<file path="src/rtl/tlp_pack_pkg.sv">
package tlp_pack_pkg;

  localparam int DWORD_W = 32;
  localparam int BEAT_W  = 2 * DWORD_W;
  localparam int HDR_DW  = 4;

  typedef enum logic [1:0] {
    FMT_IDLE  = 2'd0,
    FMT_HDR_A = 2'd1,
    FMT_HDR_B = 2'd2,
    FMT_DATA  = 2'd3
  } fmt_state_e;

  typedef struct packed {
    logic [BEAT_W-1:0] data;
    logic              sop;
    logic              eop;
  } beat_t;

endpackage

</file>
<file path="src/rtl/pl_fifo.sv">
module pl_fifo #(
  parameter  int DEPTH = 8,
  localparam int PTR_W = $clog2(DEPTH),
  localparam int CNT_W = PTR_W + 1
) (
  input  logic         clk,
  input  logic         rst_n,
  input  logic         push,
  input  logic [31:0]  push_data,
  output logic         full,
  input  logic [1:0]   pop_cnt,
  output logic [31:0]  head0,
  output logic [31:0]  head1,
  output logic [CNT_W-1:0] count
);

  logic [31:0]      mem [DEPTH];
  logic [PTR_W-1:0] wr_ptr, wr_ptr_nxt;
  logic [PTR_W-1:0] rd_ptr, rd_ptr_nxt;
  logic [CNT_W-1:0] count_nxt;
  logic             push_ok;

  assign full    = (count == CNT_W'(DEPTH));
  assign push_ok = push && !full;

  always_comb begin
    wr_ptr_nxt = wr_ptr + PTR_W'(push_ok);
    rd_ptr_nxt = rd_ptr + PTR_W'(pop_cnt);
    count_nxt  = count + CNT_W'(push_ok) - CNT_W'(pop_cnt);
  end

  always_ff @(posedge clk or negedge rst_n) begin
    if (!rst_n) begin
      wr_ptr <= '0;
      rd_ptr <= '0;
      count  <= '0;
    end else begin
      wr_ptr <= wr_ptr_nxt;
      rd_ptr <= rd_ptr_nxt;
      count  <= count_nxt;
    end
  end

  always_ff @(posedge clk) begin
    if (push_ok) begin
      mem[wr_ptr] <= push_data;
    end
  end

  assign head0 = mem[rd_ptr];
  assign head1 = mem[rd_ptr + PTR_W'(1)];

endmodule

</file>
<file path="src/rtl/ready_delay.sv">
module ready_delay #(
  parameter int LAT = 2
) (
  input  logic clk,
  input  logic rst_n,
  input  logic rdy_in,
  output logic rdy_out
);

  generate
    if (LAT == 0) begin : g_direct
      assign rdy_out = rdy_in;
    end else if (LAT == 1) begin : g_one
      logic stage_q, stage_n;
      assign stage_n = rdy_in;
      always_ff @(posedge clk or negedge rst_n) begin
        if (!rst_n) stage_q <= 1'b0;
        else        stage_q <= stage_n;
      end
      assign rdy_out = stage_q;
    end else begin : g_chain
      logic [LAT-1:0] stage_q, stage_n;
      assign stage_n = {stage_q[LAT-2:0], rdy_in};
      always_ff @(posedge clk or negedge rst_n) begin
        if (!rst_n) stage_q <= '0;
        else        stage_q <= stage_n;
      end
      assign rdy_out = stage_q[LAT-1];
    end
  endgenerate

endmodule

</file>
<file path="src/rtl/tx_beat_slot.sv">
module tx_beat_slot
  import tlp_pack_pkg::*;
(
  input  logic  clk,
  input  logic  rst_n,
  input  logic  load,
  input  beat_t beat_in,
  input  logic  fire,
  output beat_t beat_q,
  output logic  full_q
);

  beat_t beat_n;
  logic  full_n;

  always_comb begin
    beat_n = beat_q;
    full_n = full_q;
    if (fire) begin
      full_n = 1'b0;
    end
    if (load) begin
      beat_n = beat_in;
      full_n = 1'b1;
    end
  end

  always_ff @(posedge clk or negedge rst_n) begin
    if (!rst_n) begin
      beat_q <= '0;
      full_q <= 1'b0;
    end else begin
      beat_q <= beat_n;
      full_q <= full_n;
    end
  end

endmodule

</file>
<file path="src/rtl/beat_former.sv">
module beat_former
  import tlp_pack_pkg::*;
#(
  parameter  int MAX_LEN = 256,
  parameter  int CNT_W   = 4,
  localparam int LEN_W   = $clog2(MAX_LEN + 1)
) (
  input  logic             clk,
  input  logic             rst_n,
  input  logic             req_valid,
  output logic             req_ready,
  input  logic [127:0]     req_hdr,
  input  logic             req_misaligned,
  input  logic [LEN_W-1:0] req_len,
  input  logic             slot_busy,
  input  logic             slot_free,
  input  logic [CNT_W-1:0] fifo_cnt,
  input  logic [31:0]      head0,
  input  logic [31:0]      head1,
  output logic             load_beat,
  output beat_t            beat_nxt,
  output logic [1:0]       pop_cnt
);

  fmt_state_e       state_q, state_n;
  logic [127:0]     hdr_q, hdr_n;
  logic [LEN_W-1:0] rem_q, rem_n;
  logic             skew_q, skew_n;
  logic [1:0]       need;
  logic             have_data;
  logic             last_data;

  // dwords consumed by the next payload beat
  always_comb begin
    if (skew_q)                     need = 2'd1;
    else if (rem_q >= LEN_W'(2))    need = 2'd2;
    else                            need = 2'd1;
    have_data = (fifo_cnt >= CNT_W'(need));
    last_data = (rem_q == LEN_W'(need));
  end

  always_comb begin
    state_n   = state_q;
    hdr_n     = hdr_q;
    rem_n     = rem_q;
    skew_n    = skew_q;
    load_beat = 1'b0;
    pop_cnt   = 2'd0;
    beat_nxt  = '0;
    req_ready = (state_q == FMT_IDLE) && !slot_busy;

    unique case (state_q)
      FMT_IDLE: begin
        if (req_valid && req_ready) begin
          hdr_n   = req_hdr;
          rem_n   = req_len;
          skew_n  = req_misaligned;
          state_n = FMT_HDR_A;
        end
      end
      FMT_HDR_A: begin
        if (slot_free) begin
          load_beat         = 1'b1;
          beat_nxt.data     = {hdr_q[63:32], hdr_q[31:0]};
          beat_nxt.sop      = 1'b1;
          state_n           = FMT_HDR_B;
        end
      end
      FMT_HDR_B: begin
        if (slot_free) begin
          load_beat     = 1'b1;
          beat_nxt.data = {hdr_q[127:96], hdr_q[95:64]};
          beat_nxt.eop  = (rem_q == '0);
          state_n       = (rem_q == '0) ? FMT_IDLE : FMT_DATA;
        end
      end
      FMT_DATA: begin
        if (slot_free && have_data) begin
          load_beat = 1'b1;
          pop_cnt   = need;
          if (skew_q)              beat_nxt.data = {head0, 32'h0};
          else if (need == 2'd2)   beat_nxt.data = {head1, head0};
          else                     beat_nxt.data = {32'h0, head0};
          beat_nxt.eop = last_data;
          rem_n        = rem_q - LEN_W'(need);
          skew_n       = 1'b0;
          if (last_data) begin
            state_n = FMT_IDLE;
          end
        end
      end
      default: state_n = FMT_IDLE;
    endcase
  end

  always_ff @(posedge clk or negedge rst_n) begin
    if (!rst_n) begin
      state_q <= FMT_IDLE;
      hdr_q   <= '0;
      rem_q   <= '0;
      skew_q  <= 1'b0;
    end else begin
      state_q <= state_n;
      hdr_q   <= hdr_n;
      rem_q   <= rem_n;
      skew_q  <= skew_n;
    end
  end

endmodule

</file>
<file path="src/rtl/tlp_tx_packer.sv">
module tlp_tx_packer
  import tlp_pack_pkg::*;
#(
  parameter  int MAX_LEN   = 256,
  parameter  int BUF_DEPTH = 8,
  parameter  int READY_LAT = 2,
  parameter  int ADDR_W    = 64,
  localparam int LEN_W     = $clog2(MAX_LEN + 1),
  localparam int CNT_W     = $clog2(BUF_DEPTH) + 1
) (
  input  logic              clk,
  input  logic              rst_n,
  input  logic              req_valid,
  output logic              req_ready,
  input  logic [ADDR_W-1:0] req_addr,
  input  logic [LEN_W-1:0]  req_len,
  input  logic [127:0]      req_hdr,
  input  logic              pl_push,
  input  logic [31:0]       pl_data,
  output logic              pl_full,
  input  logic              tx_ready,
  output logic              tx_valid,
  output logic              tx_sop,
  output logic              tx_eop,
  output logic              tx_err,
  output logic [63:0]       tx_data
);

  logic [1:0]       rst_sync;
  logic             rst_n_s;
  logic             rdy_late;
  logic [CNT_W-1:0] fifo_cnt;
  logic [31:0]      head0, head1;
  logic [1:0]       pop_cnt;
  logic             load_beat;
  beat_t            beat_nxt, beat_q;
  logic             beat_full;
  logic             fire;
  logic             slot_free;
  logic             unused_addr;

  always_ff @(posedge clk or negedge rst_n) begin
    if (!rst_n) rst_sync <= 2'b00;
    else        rst_sync <= {rst_sync[0], 1'b1};
  end
  assign rst_n_s = rst_sync[1];

  assign unused_addr = ^{req_addr[ADDR_W-1:3], req_addr[1:0]};

  ready_delay #(.LAT(READY_LAT)) u_rdy (
    .clk    (clk),
    .rst_n  (rst_n_s),
    .rdy_in (tx_ready),
    .rdy_out(rdy_late)
  );

  pl_fifo #(.DEPTH(BUF_DEPTH)) u_buf (
    .clk      (clk),
    .rst_n    (rst_n_s),
    .push     (pl_push),
    .push_data(pl_data),
    .full     (pl_full),
    .pop_cnt  (pop_cnt),
    .head0    (head0),
    .head1    (head1),
    .count    (fifo_cnt)
  );

  assign fire      = beat_full && rdy_late;
  assign slot_free = !beat_full || fire;

  beat_former #(.MAX_LEN(MAX_LEN), .CNT_W(CNT_W)) u_fmt (
    .clk           (clk),
    .rst_n         (rst_n_s),
    .req_valid     (req_valid),
    .req_ready     (req_ready),
    .req_hdr       (req_hdr),
    .req_misaligned(req_addr[2]),
    .req_len       (req_len),
    .slot_busy     (beat_full),
    .slot_free     (slot_free),
    .fifo_cnt      (fifo_cnt),
    .head0         (head0),
    .head1         (head1),
    .load_beat     (load_beat),
    .beat_nxt      (beat_nxt),
    .pop_cnt       (pop_cnt)
  );

  tx_beat_slot u_slot (
    .clk    (clk),
    .rst_n  (rst_n_s),
    .load   (load_beat),
    .beat_in(beat_nxt),
    .fire   (fire),
    .beat_q (beat_q),
    .full_q (beat_full)
  );

  assign tx_valid = fire;
  assign tx_sop   = beat_q.sop;
  assign tx_eop   = beat_q.eop;
  assign tx_data  = beat_q.data;
  assign tx_err   = 1'b0;

endmodule

</file>
<file path="config.mk">
export PLATFORM = sky130hd
export DESIGN_NAME = tlp_tx_packer
export DESIGN_NICKNAME = d
export VERILOG_FILES = /design/src/rtl/tlp_pack_pkg.sv /design/src/rtl/pl_fifo.sv /design/src/rtl/ready_delay.sv /design/src/rtl/tx_beat_slot.sv /design/src/rtl/beat_former.sv /design/src/rtl/tlp_tx_packer.sv
export SDC_FILE = /design/constraint.sdc
export NUM_CORES = 1
export LEC_CHECK = 0
export ABC_AREA = 1
export BUFFER_PORTS_ARGS = -buffer_cell sky130_fd_sc_hd__buf_2
export CORE_ASPECT_RATIO = 1.25
export CORE_MARGIN = 2
export CORE_UTILIZATION = 60
export CTS_BUF_LIST = sky130_fd_sc_hd__clkbuf_16
export CTS_CLUSTER_SIZE = 40
export DETAILED_ROUTE_END_ITERATION = 12
export PLACE_DENSITY = 0.8
export SYNTH_ARGS = -nofsm -noshare
export SYNTH_HDL_FRONTEND = slang
export SYNTH_HIERARCHICAL = 1
export SYNTH_SLANG_ARGS = --single-unit
</file>
<file path="constraint.sdc">
create_clock -name clk -period 15.35 [get_ports clk]
set_input_delay 2.3025 -clock clk [delete_from_list [all_inputs] [get_ports clk]]
set_output_delay 2.3025 -clock clk [all_outputs]
set_load 0.05 [all_outputs]
</file>
==> results.sh, run 1 <==
export IMPL_post_cts_setup_buffers=0
export IMPL_dpl_cell_area_um2=26800
export IMPL_area_growth_pct=9.69
export IMPL_worst_reg_to_reg_path_cell_count=16
export IMPL_antenna_violating_nets_post_route=0
export IMPL_total_core_area_um2=42300
export IMPL_synthesis_yosys_warnings=6
export IMPL_postSynthAreaPerCell_um2=8.51
export IMPL_final_nets=3423
export IMPL_area_share_of_and_or_nand_nor_cells_after_synthesis=0.263
export IMPL_place_gp_congestion=0.884
export IMPL_syn_num_nets=3283
export IMPL_hpwl_um=44700
export IMPL_num_fill_cells=3235
export IMPL_synthCells=3023
export IMPL_drive_above_1_share=0.149
export IMPL_seq_area_frac_synth=0.514
export IMPL_cts_sinks=477
export IMPL_detailroute_wirelength_met3_um=7290
export IMPL_design_power_total_mw=6.17
export IMPL_power_density_cell_area_nw_per_um2=218
export IMPL_max_vdd_ir_drop_v=0.000193
export IMPL_drtIter0Drc=2353
export IMPL_grt_overflow_total=0
export IMPL_worst_slew_margin_rel=0.306
export IMPL_cellLeakagePower_nw=14.6
export IMPL_fp_row_count=84
export IMPL_synth_mux_area_frac=0.0714
export IMPL_grt_antenna_before_repair=11
export IMPL_wl_met2_um=33300
export IMPL_final_cell_area_um2=28200
export IMPL_synth_cell_types=40
export IMPL_drt_pass1_iterations=6
export IMPL_status="completed"
export IMPL_clkTransAtPathRegs_ps=70
export IMPL_worstReg2RegStart="u_fmt/skew_q"
export IMPL_worst_path_max_fanout=34
export IMPL_cp_required_ps=15810
export IMPL_grt_setup_unrepaired="no"
export IMPL_timing_final_ws_setup_ps=10690
export IMPL_global_route_wire_length_before_repair_um=110000
export IMPL_grt_max_degree=149
export IMPL_crit_path_cell_trace="buf_4 > inv_2 > o21ai_2 > ha_1 > inv_1 > nand2_1 > nand2_1 > nand2_2 > nand3_2 > nor2_4 > inv_1 > ha_1 > ha_1 > nand3_1 > nand2_1 > xor2_1"
export IMPL_post_synth_fa_ha_maj_area_fraction=0.0116
export IMPL_detail_route_drc_violations=0
export IMPL_multi_input_area_um2=9810
export IMPL_synth_compound_gate_area_share=0.0294
export IMPL_timing_hold_worst_endpoint="rst_sync[1]"
export IMPL_period_needed_ps=4660
export IMPL_cp_slowest_cell="sky130_fd_sc_hd__nor2_4"
export IMPL_worst_r2r_endpoint="u_buf/count[3]"
export IMPL_synth_edff_count=256
export IMPL_detail_route_wirelength_um=71100
export IMPL_tightestPinTransition_ps=1040
export IMPL_die_area_um2=44600
export IMPL_vias=21400
export IMPL_max_clock_freq_mhz=215
export IMPL_rrSetupSlack_ps=10690
export IMPL_floorplan_io_pins=308
export IMPL_fraction_of_registers_with_async_set_or_reset_after_synthesis=0.463
export IMPL_report_final_hold_viol_count=0
export IMPL_wl_met1_um=26500
export IMPL_worstPathArrival_ps=5110
export IMPL_end_kind="flop"
export IMPL_initial_core_util=0.609
export IMPL_synth_seq_cells=477
export IMPL_via_per_inst=5.68
export IMPL_worstHoldPathType="reg -> reg"
export IMPL_setup_total_neg_slack_ps=0
export IMPL_port_buffers=243
export IMPL_timing_final_max_slew_violations=0
export IMPL_final_setup_viol_count=0
export IMPL_grt_pass1_vias=20900
export IMPL_maxUsedRoutingLayer="met5"
export IMPL_cts_tree="yes"
export IMPL_gr_usage_all_layers=0.313
export IMPL_synth_xor_area_share=0.00311
export IMPL_worstSkewPairLatency_ps=580
export IMPL_dieWidth_um=189
export IMPL_dominant_combinational_cell_family_by_area_after_synthesis="simple AND/OR/NAND/NOR gates"
export IMPL_post_cts_resized_instances=0
export IMPL_final_setup_skew_ps=24.1
export IMPL_wl_per_cell_um=18.9
export IMPL_cts_inserted_buffers=47
export IMPL_holdCritStartpoint="rst_sync[0]"
export IMPL_area_sequential_um2=13200
export IMPL_maxCapViolCount=0
export IMPL_clock_path_buffers=3
export IMPL_worstSetupPathType="reg -> reg"
export IMPL_holdPathStages=0
export IMPL_postSynth_topFlopCell="sky130_fd_sc_hd__edfxtp_1"
export IMPL_die_height_um=236
export IMPL_htreeDepth=2
export IMPL_crit_path_start_kind="flop"
export IMPL_post_place_setup_slack_ps=10710
export IMPL_timing_final_crit_share=0.303
export IMPL_syn_area_um2=25700
export IMPL_cts_root_buffer="sky130_fd_sc_hd__clkbuf_16"
export IMPL_crit_path_max_incr_delay_ps=730
export IMPL_cts_hold_fix_buffers=0
==> report_power, final <==
part	switching [mW]	internal (mW)
Sequential	0.217	1.72
Combinational	2.17	0.972
Clock	0.481	0.613
==> per-stage QoR <==
stage,hold slack [ps],utilization,std cells
floorplan,331,-,3023
global placement,333,0.634,3673
detailed placement,339,0.634,3673
CTS,358,0.668,3754
global route,364,0.668,3757
finish,356,0.668,3761
==> metal layers <==
| metal | up-vias | track usage |
|---|---|---|
| li1 | 9789 | - |
| met1 | 10000 | 0.387 |
| met2 | 1238 | 0.511 |
| met3 | 288 | 0.0628 |
| met4 | 12 | 0.179 |
| met5 | - | 0 |
==> state kept, by name, summed over array words and instances (netlist names) <==
signal                 cells
u_slot/beat_q             66
u_fmt/skew_q               1
rst_sync                   2
u_buf/mem                256
u_buf/wr_ptr               3
u_fmt/state_q              2
u_buf/rd_ptr               3
u_buf/count                4
u_fmt/rem_q                9
u_rdy/g_chain.stage_q      2
u_slot/full_q              1
u_fmt/hdr_q              128
==> synthesized netlist by cell type (24+ instances only) <==
cell type / n / area share
sky130_fd_sc_hd__buf_4: 24 / 0.0070
sky130_fd_sc_hd__inv_1: 421 / 0.061
sky130_fd_sc_hd__a32o_1: 32 / 0.012
sky130_fd_sc_hd__nand4_1: 33 / 0.0080
sky130_fd_sc_hd__buf_2: 78 / 0.015
sky130_fd_sc_hd__nand2_1: 1257 / 0.18
sky130_fd_sc_hd__nor2_1: 25 / 0.0036
sky130_fd_sc_hd__a21oi_1: 66 / 0.013
sky130_fd_sc_hd__dfrtp_1: 221 / 0.21
sky130_fd_sc_hd__clkbuf_1: 30 / 0.0044
sky130_fd_sc_hd__nand3_1: 332 / 0.065
sky130_fd_sc_hd__edfxtp_1: 256 / 0.30
sky130_fd_sc_hd__buf_6: 39 / 0.017
sky130_fd_sc_hd__mux2_4: 100 / 0.058
==> layout by cell type, fill, tap and decap left out, types with 16 or more instances in the layout <==
master | netlist | routed
sky130_fd_sc_hd__clkbuf_16 | 0 | 48
sky130_fd_sc_hd__nand4_1 | 33 | 33
sky130_fd_sc_hd__nand3_1 | 332 | 332
sky130_fd_sc_hd__nand2_1 | 1257 | 1256
sky130_fd_sc_hd__ha_1 | 19 | 16
sky130_fd_sc_hd__mux2_1 | 20 | 20
sky130_fd_sc_hd__dfrtp_1 | 221 | 218
sky130_fd_sc_hd__inv_1 | 421 | 427
sky130_fd_sc_hd__edfxtp_1 | 256 | 256
sky130_fd_sc_hd__buf_4 | 24 | 29
sky130_fd_sc_hd__buf_2 | 78 | 243
sky130_fd_sc_hd__mux2_4 | 100 | 100
sky130_fd_sc_hd__a21oi_1 | 66 | 65
sky130_fd_sc_hd__a32o_1 | 32 | 32
sky130_fd_sc_hd__nor2_1 | 25 | 17
==> critical path: cells and delay by family, from the launching register on <==
family	cells	cell delay [ps]
compound gates	1	260
xor+xnor	1	140
fa+ha+maj	3	1000
buf+inv	4	980
flops	1	360
simple gates	7	1780
==> layout make-up <==
class | instances | share of cell area
inverter | 428 | 0.0571
tap | 559 | 0.0248
timing repair buffer | 272 | 0.0508
clock inverter | 33 | 0.00820
clock buffer | 48 | 0.0425
multi-input combinational | 1937 | 0.348
antenna | 7 | 0.000620
sequential | 477 | 0.468
==> logic make-up after synthesis <==
kind of cell / after synthesis
compound gates: 117
fa+ha+maj: 22
buf+inv: 609
flops: 477
mux: 130
xor+xnor: 7
simple gates: 1659
other cells: 2
==> worst max-delay path by stage <==
stage	startpoint	endpoint	slack (ps)	depth (start not counted)
after floorplan	rst_sync[1]	u_buf/count[0]	8740	0
after global placement	u_fmt/skew_q	u_buf/count[2]	10780	15
after CTS	u_fmt/skew_q	u_buf/count[2]	10710	15
after detailed placement	u_fmt/skew_q	u_buf/count[2]	10710	15
final	u_fmt/skew_q	u_buf/count[3]	10690	16
after global routing	u_fmt/skew_q	u_buf/count[3]	10360	16
No activity file was read; power rests on OpenSTA's default activity.
==> inputs of run 2 (changes only) <==
--- a/config.mk
+++ b/config.mk
@@ -9,11 +9,11 @@
 export BUFFER_PORTS_ARGS = -buffer_cell sky130_fd_sc_hd__buf_2
 export CORE_ASPECT_RATIO = 1.25
 export CORE_MARGIN = 2
-export CORE_UTILIZATION = 60
+export CORE_UTILIZATION = 59
 export CTS_BUF_LIST = sky130_fd_sc_hd__clkbuf_16
 export CTS_CLUSTER_SIZE = 40
 export DETAILED_ROUTE_END_ITERATION = 12
-export PLACE_DENSITY = 0.8
+export PLACE_DENSITY = 0.79
 export SYNTH_ARGS = -nofsm -noshare
 export SYNTH_HDL_FRONTEND = slang
 export SYNTH_HIERARCHICAL = 1
==> constraint.sdc (replaced) <==
create_clock -name clk -period 4.9 [get_ports clk]
set_input_delay 0.735 -clock clk [delete_from_list [all_inputs] [get_ports clk]]
set_output_delay 0.735 -clock clk [all_outputs]
set_load 0.05 [all_outputs]
==> run 2 against run 1 <==
Effect of this change:
- count of clock-buffer cells in the layout is 1 higher
- hold slack worse by 94 ps
- utilization is 0.96 points lower
==> results.sh, run 2 (same netlist as run 1, synthesis figures left out) <==
export IMPL_crit_path_start_kind="flop"
export IMPL_final_setup_viol_count=0
export IMPL_layout_cells_most_common="sky130_fd_sc_hd__nand2_1"
export IMPL_end_kind="flop"
export IMPL_largest_reg_flops=256
export IMPL_share_comb_of_total_power=0.510
export IMPL_registers_top_by_ff_count="u_buf/mem"
export IMPL_antenna_violating_nets_post_route=0
export IMPL_final_setup_skew_ps=19.2
export IMPL_worstReg2RegStart="u_buf/rd_ptr[0]"
export IMPL_tightestPinTransition_ps=1150
export IMPL_period_needed_ps=3470
export IMPL_grt_pass1_vias=20800
export IMPL_startpoint="u_buf/rd_ptr[0]"
export IMPL_worst_slew_margin_rel=0.234
export IMPL_detail_route_drc_violations=0
export IMPL_cts_sinks=477
export IMPL_place_gp_congestion=0.879
export IMPL_port_buffers=243
export IMPL_fp_row_count=85
export IMPL_die_height_um=238
export IMPL_path_common_cell="sky130_fd_sc_hd__nand2_1"
export IMPL_holdCritStartpoint="tx_ready"
export IMPL_post_place_setup_slack_ps=1590
export IMPL_maxCapViolCount=0
export IMPL_clock_path_buffers=3
export IMPL_hold_ws_ps=262
export IMPL_initial_core_util=0.598
export IMPL_cts_root_buffer="sky130_fd_sc_hd__clkbuf_16"
export IMPL_status="completed"
export IMPL_floorplan_io_pins=308
export IMPL_cp_required_ps=5350
export IMPL_drt_pass1_iterations=7
export IMPL_area_growth_pct=10.2
export IMPL_cts_tree="yes"
export IMPL_dieWidth_um=191
export IMPL_total_core_area_um2=43100
export IMPL_via_per_inst=5.63
export IMPL_p_int_mw=10.5
export IMPL_grt_overflow_total=0
export IMPL_cellLeakagePower_nw=14.7
export IMPL_crit_path_max_incr_delay_ps=860
export IMPL_grt_util_met1=0.389
export IMPL_sequential_share_of_power=0.312
export IMPL_groute_layer_met2_usage=0.508
export IMPL_cts_inserted_buffers=47
export IMPL_grt_met3_usage=0.0605
export IMPL_global_route_wire_length_before_repair_um=109000
export IMPL_cts_hold_fix_buffers=1
export IMPL_drive_above_1_share=0.151
export IMPL_final_cell_mix="sky130_fd_sc_hd__nand2_1 (1256), sky130_fd_sc_hd__inv_1 (431), sky130_fd_sc_hd__nand3_1 (332)"
export IMPL_power_clock_fraction=0.178
export IMPL_hpwl_um=45200
export IMPL_gr_usage_all_layers=0.308
export IMPL_max_vdd_ir_drop_v=0.000510
export IMPL_top_regs="u_buf/mem x256, u_fmt/hdr_q x128, u_slot/beat_q x66"
export IMPL_vias=21300
export IMPL_worstHoldPathType="in -> reg"
export IMPL_post_cts_resized_instances=0
export IMPL_postLayoutCoreUtil=0.659
export IMPL_timing_final_crit_share=0.707
export IMPL_report_final_hold_viol_count=0
export IMPL_timing_critical_path_buf_inv=4
export IMPL_clkTransAtPathRegs_ps=60
export IMPL_detail_route_wirelength_um=71000
export IMPL_worstSkewPairLatency_ps=580
export IMPL_grt_max_degree=165
export IMPL_p_sw_frac=0.463
export IMPL_power_density_cell_area_nw_per_um2=686
export IMPL_grt_antenna_before_repair=12
export IMPL_grt_most_used_layer="met2"
export IMPL_cp_slowest_cell="sky130_fd_sc_hd__inv_6"
export IMPL_worst_path_max_fanout=159
export IMPL_worst_path_dominant_cell_family="buffers and inverters"
export IMPL_grt_setup_unrepaired="no"
export IMPL_max_clock_freq_mhz=289
export IMPL_num_fill_cells=3308
export IMPL_drtIter0Drc=2404
export IMPL_timing_final_max_slew_violations=0
export IMPL_crit_path_cell_trace="inv_6 > buf_4 > nand2_1 > nand3_1 > nand2_1 > nand2_1 > nand2_1 > nand2_1 > inv_1 > nand4_1 > nand2_1 > inv_1 > a21oi_1 > nand2_1 > nand2_1"
export IMPL_wl_per_cell_um=18.8
export IMPL_worstPathArrival_ps=3920
export IMPL_post_cts_setup_buffers=0
export IMPL_power_switching_mw=9.01
export IMPL_die_area_um2=45300
export IMPL_htreeDepth=2
export IMPL_final_nets=3434
export IMPL_setup_total_neg_slack_ps=0
export IMPL_worstSetupPathType="reg -> reg"
export IMPL_timing_final_ws_setup_ps=1430
## run 2: cell types whose count changed in the layout (fill, tap and decap cells not counted), sizes merged
| cell | change |
|---|---|
| buf | +10 |
| clkbuf | +1 |
| clkinv | -1 |
| diode | -1 |
| dlygate4sd3 | +1 |
| inv | +4 |
## run 2: final cells by class
| class | count | area (um^2) | area share |
|---|---|---|---|
| Sequential cell | 477 | 13200 | 0.466 |
| Multi-Input combinational cell | 1937 | 9810 | 0.346 |
| Inverter | 428 | 1610 | 0.0568 |
| Timing Repair Buffer | 283 | 1530 | 0.0540 |
| Clock buffer | 49 | 1230 | 0.0432 |
| Tap cell | 565 | 707 | 0.0249 |
| Clock inverter | 36 | 239 | 0.00842 |
| Antenna cell | 6 | 15.0 | 0.000529 |
## run 2: final timing paths
check                           cells after the start  slack (ps)                       end
max in group asynchronous                           1        3120           u_fmt/hdr_q[99]
worst min register to register                      0         360               rst_sync[1]
worst max-delay path                               15        1430         u_slot/beat_q[43]
worst min-delay path                                1         260  u_rdy/g_chain.stage_q[0]
worst max register to register                     15        1430         u_slot/beat_q[43]
min in group asynchronous                           0         410          u_fmt/hdr_q[118]
## run 2: metal layers
metal,part of all wire,vias to the layer above
met4,0.049,14
met3,0.10,247
met2,0.47,1203
met1,0.38,9987
met5,0.0012,-
li1,-,9838
## run 2: power groups by stage
stage	logic [mW]	registers [mW]	clock network, mW
2_1_floorplan	6.92	6.37	0
3_3_place_gp	9.32	6.05	0
3_5_place_dp	9.60	6.12	0
4_1_cts	9.70	6.06	3.51
5_1_grt	10.7	6.19	3.67
6_report	9.92	6.08	3.47
## run 2: stage by stage
step / total power [mW] / area (um^2) / cells
CTS: 19.3 / 28400 / 3775
finish: 19.5 / 28400 / 3781
detailed placement: 15.7 / 26900 / 3689
floorplan: 13.3 / 25700 / 3023
global placement: 15.4 / 26900 / 3689
global route: 20.6 / 28400 / 3778
